[config.mk]
export PLATFORM = sky130hd
export DESIGN_NAME = cp0_exc_unit
export DESIGN_NICKNAME = d
export VERILOG_FILES = /design/src/rtl/cp0_pkg.sv /design/src/rtl/cp0_decode.sv /design/src/rtl/cp0_evt_arb.sv /design/src/rtl/cp0_regs.sv /design/src/rtl/cp0_exc_unit.sv
export SDC_FILE = /design/constraint.sdc
export NUM_CORES = 1
export LEC_CHECK = 0
export BUFFER_PORTS_ARGS = -buffer_cell sky130_fd_sc_hd__buf_2
export CORE_MARGIN = 4
export CORE_UTILIZATION = 40
export CTS_BUF_LIST = sky130_fd_sc_hd__clkbuf_8
export CTS_CLUSTER_SIZE = 14
export DETAILED_ROUTE_END_ITERATION = 16
export PLACE_DENSITY = 0.74
export SLEW_MARGIN = 20
export SYNTH_ARGS = -nofsm -noshare
export SYNTH_HDL_FRONTEND = slang
export SYNTH_SLANG_ARGS = --single-unit
[constraint.sdc]
create_clock -name clk -period 3.7 [get_ports clk]
set_input_delay 0.74 -clock clk [delete_from_list [all_inputs] [get_ports clk]]
set_output_delay 0.74 -clock clk [all_outputs]
set_load 0.05 [all_outputs]
[src/rtl/cp0_pkg.sv]
package cp0_pkg;

  typedef enum logic [1:0] {
    EV_EXTIRQ = 2'd0,
    EV_BADOP  = 2'd1,
    EV_OVF    = 2'd2,
    EV_SYSC   = 2'd3
  } cause_t;

  localparam int unsigned NUM_EV = 4;
  localparam int unsigned SEL_W  = 5;

  localparam logic [SEL_W-1:0] SEL_STATUS = 5'd12;
  localparam logic [SEL_W-1:0] SEL_CAUSE  = 5'd13;
  localparam logic [SEL_W-1:0] SEL_EPC    = 5'd14;

  typedef struct packed {
    logic             is_mtc;
    logic             is_rfe;
    logic             is_sysc;
    logic [SEL_W-1:0] sel;
  } cp0_dec_t;

  // Status enable bit that gates each event code.
  function automatic int unsigned mask_bit(cause_t c);
    case (c)
      EV_EXTIRQ: mask_bit = 3;
      EV_BADOP:  mask_bit = 2;
      EV_OVF:    mask_bit = 1;
      default:   mask_bit = 0;
    endcase
  endfunction

  // Rank 0 is the most urgent.
  function automatic cause_t prio_code(int unsigned rank);
    case (rank)
      0:       prio_code = EV_OVF;
      1:       prio_code = EV_BADOP;
      2:       prio_code = EV_SYSC;
      default: prio_code = EV_EXTIRQ;
    endcase
  endfunction

  function automatic logic [31:0] nest_push(logic [31:0] s, int unsigned sh);
    nest_push = s << sh;
  endfunction

  function automatic logic [31:0] nest_pop(logic [31:0] s, int unsigned sh);
    nest_pop = s >> sh;
  endfunction

endpackage

[src/rtl/cp0_decode.sv]
module cp0_decode
  import cp0_pkg::*;
#(
  parameter int unsigned INSTR_W = 32
) (
  input  logic [INSTR_W-1:0] instr_i,
  output cp0_dec_t           dec_o
);
  localparam logic [5:0] OP_COP   = 6'b010000;
  localparam logic [5:0] OP_SPEC  = 6'b000000;
  localparam logic [5:0] FN_SYSC  = 6'b001100;
  localparam logic [5:0] FN_RFE   = 6'b010000;
  localparam logic [4:0] SUB_MTC  = 5'b00100;

  logic [5:0] opc, fn;
  logic [4:0] sub;
  logic       unused_rt;

  assign opc       = instr_i[31:26];
  assign sub       = instr_i[25:21];
  assign fn        = instr_i[5:0];
  assign unused_rt = ^instr_i[20:16];

  always_comb begin
    dec_o         = '0;
    dec_o.sel     = instr_i[15:11];
    dec_o.is_mtc  = (opc == OP_COP) && (sub == SUB_MTC) && (instr_i[10:0] == 11'd0);
    dec_o.is_rfe  = (opc == OP_COP) && instr_i[25] && (fn == FN_RFE);
    dec_o.is_sysc = (opc == OP_SPEC) && (fn == FN_SYSC);
  end
endmodule

[src/rtl/cp0_evt_arb.sv]
module cp0_evt_arb
  import cp0_pkg::*;
#(
  parameter int unsigned MASK_W = 32
) (
  input  logic [NUM_EV-1:0] raw_i,
  input  logic [MASK_W-1:0] mask_i,
  input  logic              arm_i,
  output logic              take_o,
  output cause_t            code_o
);
  logic [NUM_EV-1:0] en;

  generate
    for (genvar c = 0; c < NUM_EV; c++) begin : g_gate
      assign en[c] = raw_i[c] & mask_i[mask_bit(cause_t'(c))];
    end
  endgenerate

  always_comb begin
    code_o = EV_EXTIRQ;
    for (int r = NUM_EV - 1; r >= 0; r--) begin
      if (en[prio_code(r)]) code_o = prio_code(r);
    end
  end

  assign take_o = arm_i & (|en);
endmodule

[src/rtl/cp0_regs.sv]
module cp0_regs
  import cp0_pkg::*;
#(
  parameter int unsigned     DATA_W     = 32,
  parameter int unsigned     NEST_SHIFT = 4,
  parameter logic [DATA_W-1:0] RST_STATUS = 32'h0000_000F
) (
  input  logic              clk,
  input  logic              rst_n,
  input  logic              take_i,
  input  cause_t            code_i,
  input  logic [DATA_W-1:0] epc_in_i,
  input  logic              leave_i,
  input  logic              wr_en_i,
  input  logic [SEL_W-1:0]  wr_sel_i,
  input  logic [DATA_W-1:0] wr_data_i,
  input  logic [SEL_W-1:0]  rd_sel_i,
  output logic [DATA_W-1:0] rd_data_o,
  output logic [DATA_W-1:0] status_o,
  output logic [DATA_W-1:0] epc_o,
  output logic [1:0]        cause_o
);
  logic [DATA_W-1:0] status_q, epc_q;
  logic [1:0]        cause_q;

  always_ff @(posedge clk) begin
    if (!rst_n) begin
      status_q <= RST_STATUS;
      epc_q    <= '0;
      cause_q  <= '0;
    end else if (take_i) begin
      epc_q    <= epc_in_i;
      cause_q  <= code_i;
      status_q <= nest_push(status_q, NEST_SHIFT);
    end else if (leave_i) begin
      status_q <= nest_pop(status_q, NEST_SHIFT);
    end else if (wr_en_i) begin
      case (wr_sel_i)
        SEL_STATUS: status_q <= wr_data_i;
        SEL_CAUSE:  cause_q  <= wr_data_i[1:0];
        SEL_EPC:    epc_q    <= wr_data_i;
        default:    ;
      endcase
    end
  end

  always_comb begin
    case (rd_sel_i)
      SEL_STATUS: rd_data_o = status_q;
      SEL_CAUSE:  rd_data_o = {{(DATA_W-2){1'b0}}, cause_q};
      SEL_EPC:    rd_data_o = epc_q;
      default:    rd_data_o = '0;
    endcase
  end

  assign status_o = status_q;
  assign epc_o    = epc_q;
  assign cause_o  = cause_q;
endmodule

[src/rtl/cp0_exc_unit.sv]
module cp0_exc_unit
  import cp0_pkg::*;
#(
  parameter int unsigned       DATA_W       = 32,
  parameter int unsigned       NEST_SHIFT   = 4,
  parameter logic [DATA_W-1:0] HANDLER_ADDR = 32'h0000_0004,
  parameter logic [DATA_W-1:0] RST_STATUS   = 32'h0000_000F
) (
  input  logic              clk,
  input  logic              rst_n,
  input  logic [31:0]       instr_i,
  input  logic              instr_end_i,
  input  logic [DATA_W-1:0] pc_i,
  input  logic              ovf_i,
  input  logic              undef_i,
  input  logic              irq_i,
  input  logic [DATA_W-1:0] gpr_wdata_i,
  output logic [DATA_W-1:0] cp0_rdata_o,
  output logic              pc_load_o,
  output logic [DATA_W-1:0] pc_target_o,
  output logic              iack_o
);
  cp0_dec_t          dec;
  logic              ovf_seen_q;
  logic [NUM_EV-1:0] raw_evt;
  logic              arm_w, take_w, rfe_w, wr_w;
  cause_t            code_w;
  logic [DATA_W-1:0] status_q, epc_q;
  logic [1:0]        cause_q;

  cp0_decode #(.INSTR_W(32)) u_dec (
    .instr_i (instr_i),
    .dec_o   (dec)
  );

  // Overflow may be flagged before the boundary; hold it until then.
  always_ff @(posedge clk) begin
    if (!rst_n)           ovf_seen_q <= 1'b0;
    else if (instr_end_i) ovf_seen_q <= 1'b0;
    else if (ovf_i)       ovf_seen_q <= 1'b1;
  end

  always_comb begin
    raw_evt            = '0;
    raw_evt[EV_OVF]    = ovf_i | ovf_seen_q;
    raw_evt[EV_BADOP]  = undef_i;
    raw_evt[EV_SYSC]   = dec.is_sysc;
    raw_evt[EV_EXTIRQ] = irq_i;
  end

  assign arm_w = instr_end_i & ~dec.is_rfe;
  assign rfe_w = instr_end_i & dec.is_rfe;

  cp0_evt_arb #(.MASK_W(DATA_W)) u_arb (
    .raw_i  (raw_evt),
    .mask_i (status_q),
    .arm_i  (arm_w),
    .take_o (take_w),
    .code_o (code_w)
  );

  assign wr_w = instr_end_i & dec.is_mtc & ~take_w;

  cp0_regs #(
    .DATA_W     (DATA_W),
    .NEST_SHIFT (NEST_SHIFT),
    .RST_STATUS (RST_STATUS)
  ) u_regs (
    .clk       (clk),
    .rst_n     (rst_n),
    .take_i    (take_w),
    .code_i    (code_w),
    .epc_in_i  (pc_i),
    .leave_i   (rfe_w),
    .wr_en_i   (wr_w),
    .wr_sel_i  (dec.sel),
    .wr_data_i (gpr_wdata_i),
    .rd_sel_i  (dec.sel),
    .rd_data_o (cp0_rdata_o),
    .status_o  (status_q),
    .epc_o     (epc_q),
    .cause_o   (cause_q)
  );

  assign pc_load_o   = take_w | rfe_w;
  assign pc_target_o = take_w ? HANDLER_ADDR : epc_q;
  assign iack_o      = take_w & (code_w == EV_EXTIRQ);
endmodule

==> run_results.csv, run 1 <==
group,metric,value,unit
run_status,status,"completed",
sta,fmax,287,MHz
routing,drtPass1Iterations,4,
worst_hold_path,hp-class,"flip-flop to flip-flop",
finish,stdcell_count,804,
place,gp_congestion,0.810,
sta,fin_crit_sh,94.1,%
critical_path,path_buf_inv,3,
sta,holdWs,0.484,ns
critical_path,r2r_end,"u_regs.status_o[23]",
routing,wl_per_cell,15.9,µm
global_routing,grt_max_degree,61,
critical_path,slowest_stage,"or4_4",
logic_synthesis,avgSynthCellArea,7.64,µm²
routing,met2_length,6310,µm
logic_synthesis,yosysUniqueCellTypes,37,
critical_path,path_depth,7,
critical_path,crit_required,2.96,ns
finish,multi_input_area,2500,µm²
die,dieWidth,108,µm
cts,cts_resized,0,
cts,numCtsBuffers,9,
finish,final_layout_size_suffix_gt1_share,32.6,%
job,max-cap-violations,0,
sta,rsz0062_at_grt,"no",
critical_path,critical_path.top_delay_family,"simple AND/OR/NAND/NOR gates",
die,initial_core_util,41.2,%
cts,ctsHtreeMaxLevel,3,
place,hpwlAfterDp,9210,µm
logic_synthesis,synth-seq-area-share,33.3,%
logic_synthesis,synth_common_cells,"76 x nand2_1, 67 x dfxtp_1, 67 x nor2_1",
critical_path,cp_cell_sequence,"buf_2, or4_4, o41ai_4, a41o_2, buf_12, and2_1, buf_2",
routing,drt-vias-per-instance,5.48,
critical_path,startpoint,"instr_i[31]",
power,leakagePower,2.29,nW
critical_path,timing.critical_path.to,"pc_target_o[16]",
sta,slew_headroom,44.5,%
finish,stdcell_area,5140,µm²
cts,insertion_delay,0.33,ns
routing,drc,0,
global_routing,grt-ovfl-total,0,
sta,slew_viol_final,0,
logic_synthesis,async_flop_share,0,%
cts,clockRootBuffer,"clkbuf_8",
die,dieArea,11700,µm²
cts,clock_path_buffers,2,
sta,setup_tns,0,ns
place,postPlaceCellArea,4940,µm²
sta,hold_viol,0,
routing,highest_layer,"met4",
logic_synthesis,synth_edf_count,0,
critical_path,worstSetupStartpointType,"input port",
critical_path,setup.worst_path.end_class,"output pin",
logic_synthesis,synth_top_area_share,33.3,%
die,io_pins,168,
die,fp.dieH,108,µm
sta,finClkSkew,0.00924,ns
cts,clkSlewWorstSetupHoldPaths,0.07,ns
critical_path,ff2ff_setup_slack,1.45,ns
critical_path,crit_path_max_incr_delay,0.55,ns
sta,min_period,3.48,ns
logic_synthesis,ys_seq_elements,67,
die,coreArea,9770,µm²
critical_path,reg2regPathDepth,6,
critical_path,path_class,"input port to output pin",
routing,drt_iter0_markers,266,
finish,utilization,52.5,%
routing,wl_met3,778,µm
critical_path,cp_max_fo,60,
critical_path,worst_ep_arrival_time,2.74,ns
critical_path,path_common_cell,"buf_2",
place,dpl.cell_count,789,
logic_synthesis,synthFlopType,"dfxtp_1",
finish,fillers,989,
power,vdd_drop_max,0.208,mV
finish,syn_to_final_growth,27.5,%
finish,nNetsFinal,769,
cts,cts_tree,"built",
global_routing,grt_pass1_wl,20100,µm
critical_path,r2r_start,"ovf_seen_q",
cts,cts.sinks,67,
logic_synthesis,synth_top_cells_by_area,"dfxtp_1 33%, mux2i_1 8.2%, nand2_1 7.1%, nor2_1 6.2%, a31oi_1 5.6%",
logic_synthesis,yosysWarnings,0,
power,powerDensity,350,nW/µm²
die,rows,36,
logic_synthesis,synthCells,527,
global_routing,antenna_found_initial,0,
routing,wl,12800,µm
logic_synthesis,synth.most_common_cell,"nand2_1",
finish,antenna_cells,0,
cts,postCtsSetupBuffers,0,
logic_synthesis,synth_top_area_cell,"dfxtp_1",
logic_synthesis,syn_nets,629,
routing,drt-met1-wl,5460,µm
sta,finalSetupViolCount,0,
global_routing,grt_pass1_vias,4137,
routing,via_count,4409,
place,port_buffers,162,
routing,final_antenna_net_count,0,
cts,hold_buffers,0,
logic_synthesis,syn-cell-area,4030,µm²
finish,register_area,1340,µm²
global_routing,grt_usage,21.1,%
sta,worst_slew_pin_slew,0.830,ns
## registers in the layout (all words and copies together), names as in the netlist
name and cells:
ovf_seen_q 1, u_regs.epc_o 32, u_regs.status_o 32, u_regs.cause_o 2
## final cells by class
| type | instances | area share [%] |
|---|---|---|
| Multi-Input combinational cell | 410 | 48.6 |
| Inverter | 3 | 0.219 |
| Tap cell | 133 | 3.24 |
| Sequential cell | 67 | 26.1 |
| Timing Repair Buffer | 176 | 18.3 |
| Clock buffer | 12 | 3.22 |
| Clock inverter | 3 | 0.292 |
## layer usage
layer  up-vias  track usage (%)
met5         -                0
met4         0             6.22
met3        21             3.04
met2       149             36.4
met1      2061             27.4
li1       2178                -
## cell families after synthesis
| kind of cell | after synthesis | share of synthesized area [%] |
|---|---|---|
| compound gates | 142 | 25.6 |
| buf+inv | 50 | 5.34 |
| flops | 67 | 33.3 |
| mux | 33 | 8.20 |
| simple gates | 235 | 27.6 |
## placed cells by master (no fill, tap or decap), types with 3 or more instances in the layout
cell type / Yosys / layout
buf_2: 10 / 162
a31oi_1: 36 / 36
o31ai_2: 11 / 11
o21ai_0: 43 / 43
dfxtp_1: 67 / 67
nor3_1: 6 / 6
o22ai_1: 14 / 14
and2_1: 32 / 32
nand4_1: 3 / 3
buf_4: 0 / 12
clkbuf_8: 0 / 12
nand3_1: 31 / 31
a21oi_1: 5 / 5
nand2_1: 76 / 76
or4_1: 3 / 3
nor4_1: 5 / 5
nor2_1: 67 / 67
mux2i_1: 33 / 33
o22ai_2: 10 / 10
o31ai_1: 18 / 18
inv_1: 3 / 5
## metrics by stage
stage          total power (W)  setup slack, ns
3_3_place_gp           0.00124            0.276
3_5_place_dp           0.00125            0.257
4_1_cts                0.00181            0.256
5_1_grt                0.00188           0.0946
6_report               0.00180            0.219
2_1_floorplan          0.00111            0.243
## worst min-delay path, cell delays in order (launching register included)
cell	delay [ns]
dfxtp_1	0.32
nand2_1	0.05
a31oi_1	0.07
## worst min-delay path by stage
stage	from	endpoint	slack, ns	depth (start not counted)
4_1_cts	u_regs.epc_o[11]	u_regs.epc_o[11]	0.49	2
3_5_place_dp	u_regs.epc_o[11]	u_regs.epc_o[11]	0.48	2
6_report	u_regs.epc_o[11]	u_regs.epc_o[11]	0.48	2
3_3_place_gp	u_regs.epc_o[5]	u_regs.epc_o[5]	0.47	2
2_1_floorplan	u_regs.epc_o[2]	u_regs.epc_o[2]	0.46	2
5_1_grt	u_regs.epc_o[24]	u_regs.epc_o[24]	0.50	2
## report_power, final
group | switching (W) | internal [W] | total (W) | leakage [nW]
clock network | 0.000269 | 0.000290 | 0.000559 | 0.0971
registers | 0.0000409 | 0.000771 | 0.000812 | 0.551
logic | 0.000278 | 0.000148 | 0.000427 | 1.64
(Power assumes the default switching activity.)
==> run 2: changes to the inputs <==
- CELL_PAD_IN_SITES_DETAIL_PLACEMENT: default -> 0
- CELL_PAD_IN_SITES_GLOBAL_PLACEMENT: default -> 1
- CORE_ASPECT_RATIO: default -> 0.9
- CORE_UTILIZATION: 40 -> 35
- PLACE_DENSITY: 0.74 -> 0.88
- SETUP_SLACK_MARGIN: default -> 0.05
==> run 2 against run 1 <==
Against the previous run:
- utilization shrank 5.8 points
- clock skew shrank 0.0051 ns
- clock power shrank 5.2%
- power shrank 1.4%
- critical path depth is the same
- global-route usage shrank 0.89 points
- critical path type unchanged
- critical endpoint is now pc_target_o[30]
==> run_results.csv, run 2 (synthesized netlist as in run 1, its figures left out) <==
group,metric,value,unit
finish,multi_input_area,2480,µm²
cts,cts_resized,0,
finish,antenna_cells,0,
global_routing,grt_pass1_wl,21700,µm
place,hpwlAfterDp,9910,µm
power,vdd_drop_max,0.150,mV
routing,drt_iter0_markers,246,
global_routing,grt-ovfl-total,0,
global_routing,grt_pass1_vias,4330,
run_status,status,"completed",
critical_path,path_class,"input port to output pin",
die,coreArea,11000,µm²
sta,slew_viol_final,0,
critical_path,cp_max_fo,49,
finish,fillers,1125,
routing,wl_per_cell,16.4,µm
die,io_pins,168,
die,initial_core_util,36.5,%
power,powerDensity,344,nW/µm²
sta,fin_crit_sh,94.2,%
routing,drc,0,
place,port_buffers,162,
sta,hold_viol,0,
sta,min_period,3.48,ns
finish,final_common_cell,"buf_2",
finish,register_area,1340,µm²
sta,finClkSkew,0.00418,ns
cts,insertion_delay,0.34,ns
cts,ctsHtreeMaxLevel,3,
sta,setup_tns,0,ns
routing,final_antenna_net_count,0,
sta,holdWs,0.488,ns
power,leakagePower,2.31,nW
cts,cts.sinks,67,
finish,nNetsFinal,773,
job,max-cap-violations,0,
sta,slew_headroom,54.6,%
place,postPlaceCellArea,5000,µm²
sta,rsz0062_at_grt,"no",
sta,setup_slack,0.216,ns
critical_path,worst_ep_arrival_time,2.74,ns
critical_path,setup.worst_path.end_class,"output pin",
die,dieWidth,121,µm
finish,final_cell_mix,"162 x buf_2, 76 x nand2_1, 67 x nor2_1, 67 x dfxtp_1, 43 x o21ai_0",
cts,clockRootBuffer,"clkbuf_8",
critical_path,worstSetupStartpointType,"input port",
cts,clock_path_buffers,2,
cts,cts_tree,"built",
finish,final_layout_size_suffix_gt1_share,33.0,%
sta,finalSetupViolCount,0,
routing,drt-vias-per-instance,5.41,
cts,clkSlewWorstSetupHoldPaths,0.07,ns
routing,drtPass1Iterations,5,
global_routing,antenna_found_initial,0,
worst_hold_path,hp-class,"flip-flop to flip-flop",
routing,via_count,4472,
die,fp.dieH,110,µm
cts,numCtsBuffers,9,
sta,worst_slew_pin_slew,0.679,ns
sta,fmax,287,MHz
routing,wl,13600,µm
cts,postCtsSetupBuffers,0,
place,place_ws,0.206,ns
finish,syn_to_final_growth,28.1,%
cts,hold_buffers,0,
critical_path,crit_required,2.96,ns
global_routing,grt_usage,20.2,%
finish,stdcell_area,5160,µm²
place,gp_congestion,0.825,
die,dieArea,13300,µm²
die,rows,36,
global_routing,grt_max_degree,50,
finish,utilization,46.7,%
-- run 2: cell count changes in the layout (fill, tap and decap cells not counted) --
cell	change
clkbuf_8	-2
clkinvlp_4	-1
buf_4	+4
clkinv_2	+3
a41oi_2	+1
a41oi_4	-1
-- run 2: critical path, stage by stage --
cell	delay (ns)
buf_2	0.11
or4_4	0.55
o41ai_4	0.43
a41o_2	0.25
buf_12	0.22
and2_1	0.16
buf_2	0.26
-- run 2: where the power goes --
group / switching (W) / leakage (nW) / internal [W]
Sequential: 0.0000415 / 0.551 / 0.000771
Clock: 0.000280 / 0.0943 / 0.000250
Combinational: 0.000280 / 1.66 / 0.000151
Total: 0.000602 / 2.31 / 0.00117
-- run 2: cell type report --
cell class | count | share of cell area (%)
Multi-Input combinational cell | 410 | 48.2
Clock inverter | 5 | 0.437
Sequential cell | 67 | 26.0
Tap cell | 152 | 3.69
Timing Repair Buffer | 180 | 18.8
Clock buffer | 10 | 2.67
Inverter | 3 | 0.218
-- run 2: final timing paths --
path	startpoint	endpoint	slack (ns)	depth (start not counted)
hold reg to reg	u_regs.epc_o[26]	u_regs.epc_o[26]	0.49	2
hold / removal	u_regs.epc_o[26]	u_regs.epc_o[26]	0.49	2
setup reg to reg	ovf_seen_q	u_regs.status_o[20]	1.30	7
setup / recovery	instr_i[31]	pc_target_o[30]	0.22	7
-- run 2: metal layers --
layer	track usage [%]	vias up	share of wire (%)
met5	0	-	0
met3	4.89	17	7.8
met2	32.5	181	46
li1	-	2188	-
met4	4.13	0	1.1
met1	27.7	2086	45
-- run 2: metrics by stage --
step | power (W) | instances
after floorplan | 0.00111 | 527
after global placement | 0.00125 | 812
after detailed placement | 0.00126 | 812
after CTS | 0.00179 | 827
after global routing | 0.00187 | 827
final | 0.00177 | 827
==> run 3: changes to the inputs <==
- BUFFER_PORTS_ARGS: -buffer_cell sky130_fd_sc_hd__buf_2 -> -buffer_cell sky130_fd_sc_hd__buf_4
==> run 3 against run 2 <==
Against the previous run:
- register-to-register slack improved by 0.20 ns
- cell count shrank 0.73%
- clock power increased by 28%
- non-clock buffer count shrank 6
- fmax about the same
- die area did not move
- sequential share of layout area shrank 2.0 points
- critical path type unchanged
- largest power group unchanged
==> run_results.csv, run 3 (synthesized netlist as in run 1, its figures left out) <==
group,metric,value,unit
finish,antenna_cells,0,
finish,register_area,1340,µm²
sta,setup_slack,0.219,ns
critical_path,path_common_cell,"buf_4",
global_routing,grt_pass1_vias,4309,
sta,slew_headroom,45.4,%
power,vdd_drop_max,0.162,mV
cts,ctsHtreeMaxLevel,3,
cts,clkSlewWorstSetupHoldPaths,0.07,ns
cts,cts_tree,"built",
sta,finalSetupViolCount,0,
routing,final_antenna_net_count,0,
critical_path,path_buf_inv,3,
power,switching_share,30.8,%
global_routing,grt_max_degree,69,
power,powerDensity,351,nW/µm²
routing,drt_iter0_markers,250,
finish,final_common_cell,"buf_4",
critical_path,startpoint,"instr_i[27]",
critical_path,slowest_stage,"or4_1",
place,place_ws,0.230,ns
sta,worst_slew_pin_slew,0.816,ns
power,leakagePower,2.38,nW
worst_hold_path,hp-class,"flip-flop to flip-flop",
sta,finClkSkew,0.0111,ns
worst_hold_path,hold_path.startpoint,"u_regs.epc_o[18]",
power,clkPwrFrac,34.5,%
critical_path,crit_required,2.96,ns
die,io_pins,168,
routing,drc,0,
cts,hold_buffers,0,
critical_path,worstSetupStartpointType,"input port",
place,port_buffers,162,
critical_path,path_class,"input port to output pin",
sta,hold_viol,0,
finish,multi_input_area,2500,µm²
finish,stdcell_area,5590,µm²
critical_path,setup.worst_path.end_class,"output pin",
sta,slew_viol_final,0,
die,fp.dieH,110,µm
finish,syn_to_final_growth,38.7,%
run_status,status,"completed",
cts,insertion_delay,0.35,ns
power,seq_power_share,41.4,%
global_routing,grt-ovfl-total,0,
cts,clock_path_buffers,2,
routing,wl_per_cell,16.3,µm
sta,min_period,3.48,ns
job,max-cap-violations,0,
cts,numCtsBuffers,9,
cts,clockRootBuffer,"clkbuf_8",
cts,cts_resized,0,
sta,setup_tns,0,ns
global_routing,antenna_found_initial,0,
finish,final_cell_mix,"172 x buf_4, 76 x nand2_1, 67 x nor2_1, 67 x dfxtp_1, 43 x o21ai_0",
critical_path,crit_path_max_incr_delay,0.59,ns
finish,nNetsFinal,767,
routing,drt-vias-per-instance,5.37,
routing,wl,13400,µm
place,hpwlAfterDp,9570,µm
die,rows,36,
cts,postCtsSetupBuffers,0,
die,dieArea,13300,µm²
routing,via_count,4407,
power,pwr-share-comb,24.1,%
global_routing,grt_usage,19.8,%
finish,utilization,50.6,%
global_routing,grt_pass1_wl,21400,µm
finish,final_layout_size_suffix_gt1_share,32.7,%
sta,rsz0062_at_grt,"no",
sta,fmax,287,MHz
routing,drtPass1Iterations,5,
critical_path,r2r_start,"ovf_seen_q",
critical_path,cp_max_fo,64,
critical_path,critical_path.top_delay_family,"simple AND/OR/NAND/NOR gates",
place,postPlaceCellArea,5370,µm²
power,cellInternalPower,0.00136,W
finish,fillers,1090,
cts,cts.sinks,67,
critical_path,cp_cell_sequence,"buf_4, or4_1, o41ai_4, a41o_2, buf_12, and2_1, buf_4",
power,switchingPower,0.000604,W
die,dieWidth,121,µm
place,gp_congestion,0.846,
critical_path,worst_ep_arrival_time,2.74,ns
sta,fin_crit_sh,94.1,%
die,initial_core_util,36.5,%
die,coreArea,11000,µm²
## run 3: cell type report
class | count | share of cell area, %
well taps | 152 | 3.41
multi-input cells | 410 | 44.7
clock inverters | 5 | 1.39
clock buffers | 10 | 2.46
flip-flops and latches | 67 | 24.0
inverters | 3 | 0.202
repair buffers | 174 | 23.8
## run 3: metal layers
metal,track usage [%],routed length (µm),part of all wire (%),vias up
li1,-,-,-,2176
met1,26.2,6010,45,2032
met2,31.9,6110,46,180
met3,5.20,1050,7.8,19
met4,5.99,237,1.8,0
met5,0,0,0,-
## run 3: path summary, 6_finish.rpt
| check | end | slack [ns] | depth (start not counted) |
|---|---|---|---|
| worst max-delay path | pc_target_o[9] | 0.22 | 7 |
| worst min-delay path | u_regs.epc_o[18] | 0.49 | 2 |
| worst max register to register | u_regs.status_o[20] | 1.50 | 6 |
| worst min register to register | u_regs.epc_o[18] | 0.49 | 2 |
## run 3: power groups by stage
stage	sequential (W)	combinational (W)	clock, W
4_1_cts	0.000812	0.000475	0.000690
5_1_grt	0.000821	0.000511	0.000718
2_1_floorplan	0.000814	0.000294	0
3_3_place_gp	0.000827	0.000466	0
6_report	0.000812	0.000472	0.000676
3_5_place_dp	0.000829	0.000474	0
## run 3: per-stage QoR
step           cells  power (W)  hold slack, ns
2_1_floorplan    527    0.00111           0.456
4_1_cts          821    0.00198           0.489
5_1_grt          821    0.00205           0.511
6_report         821    0.00196           0.486
3_5_place_dp     806    0.00130           0.477
3_3_place_gp     806    0.00129           0.471
## run 3: worst register-to-register path, stage by stage (launching register included)
cell,delay [ns]
dfxtp_1,0.32
o21ai_0,0.54
a41o_2,0.38
buf_12,0.24
nand2_1,0.08
buf_4,0.27
o31ai_1,0.29
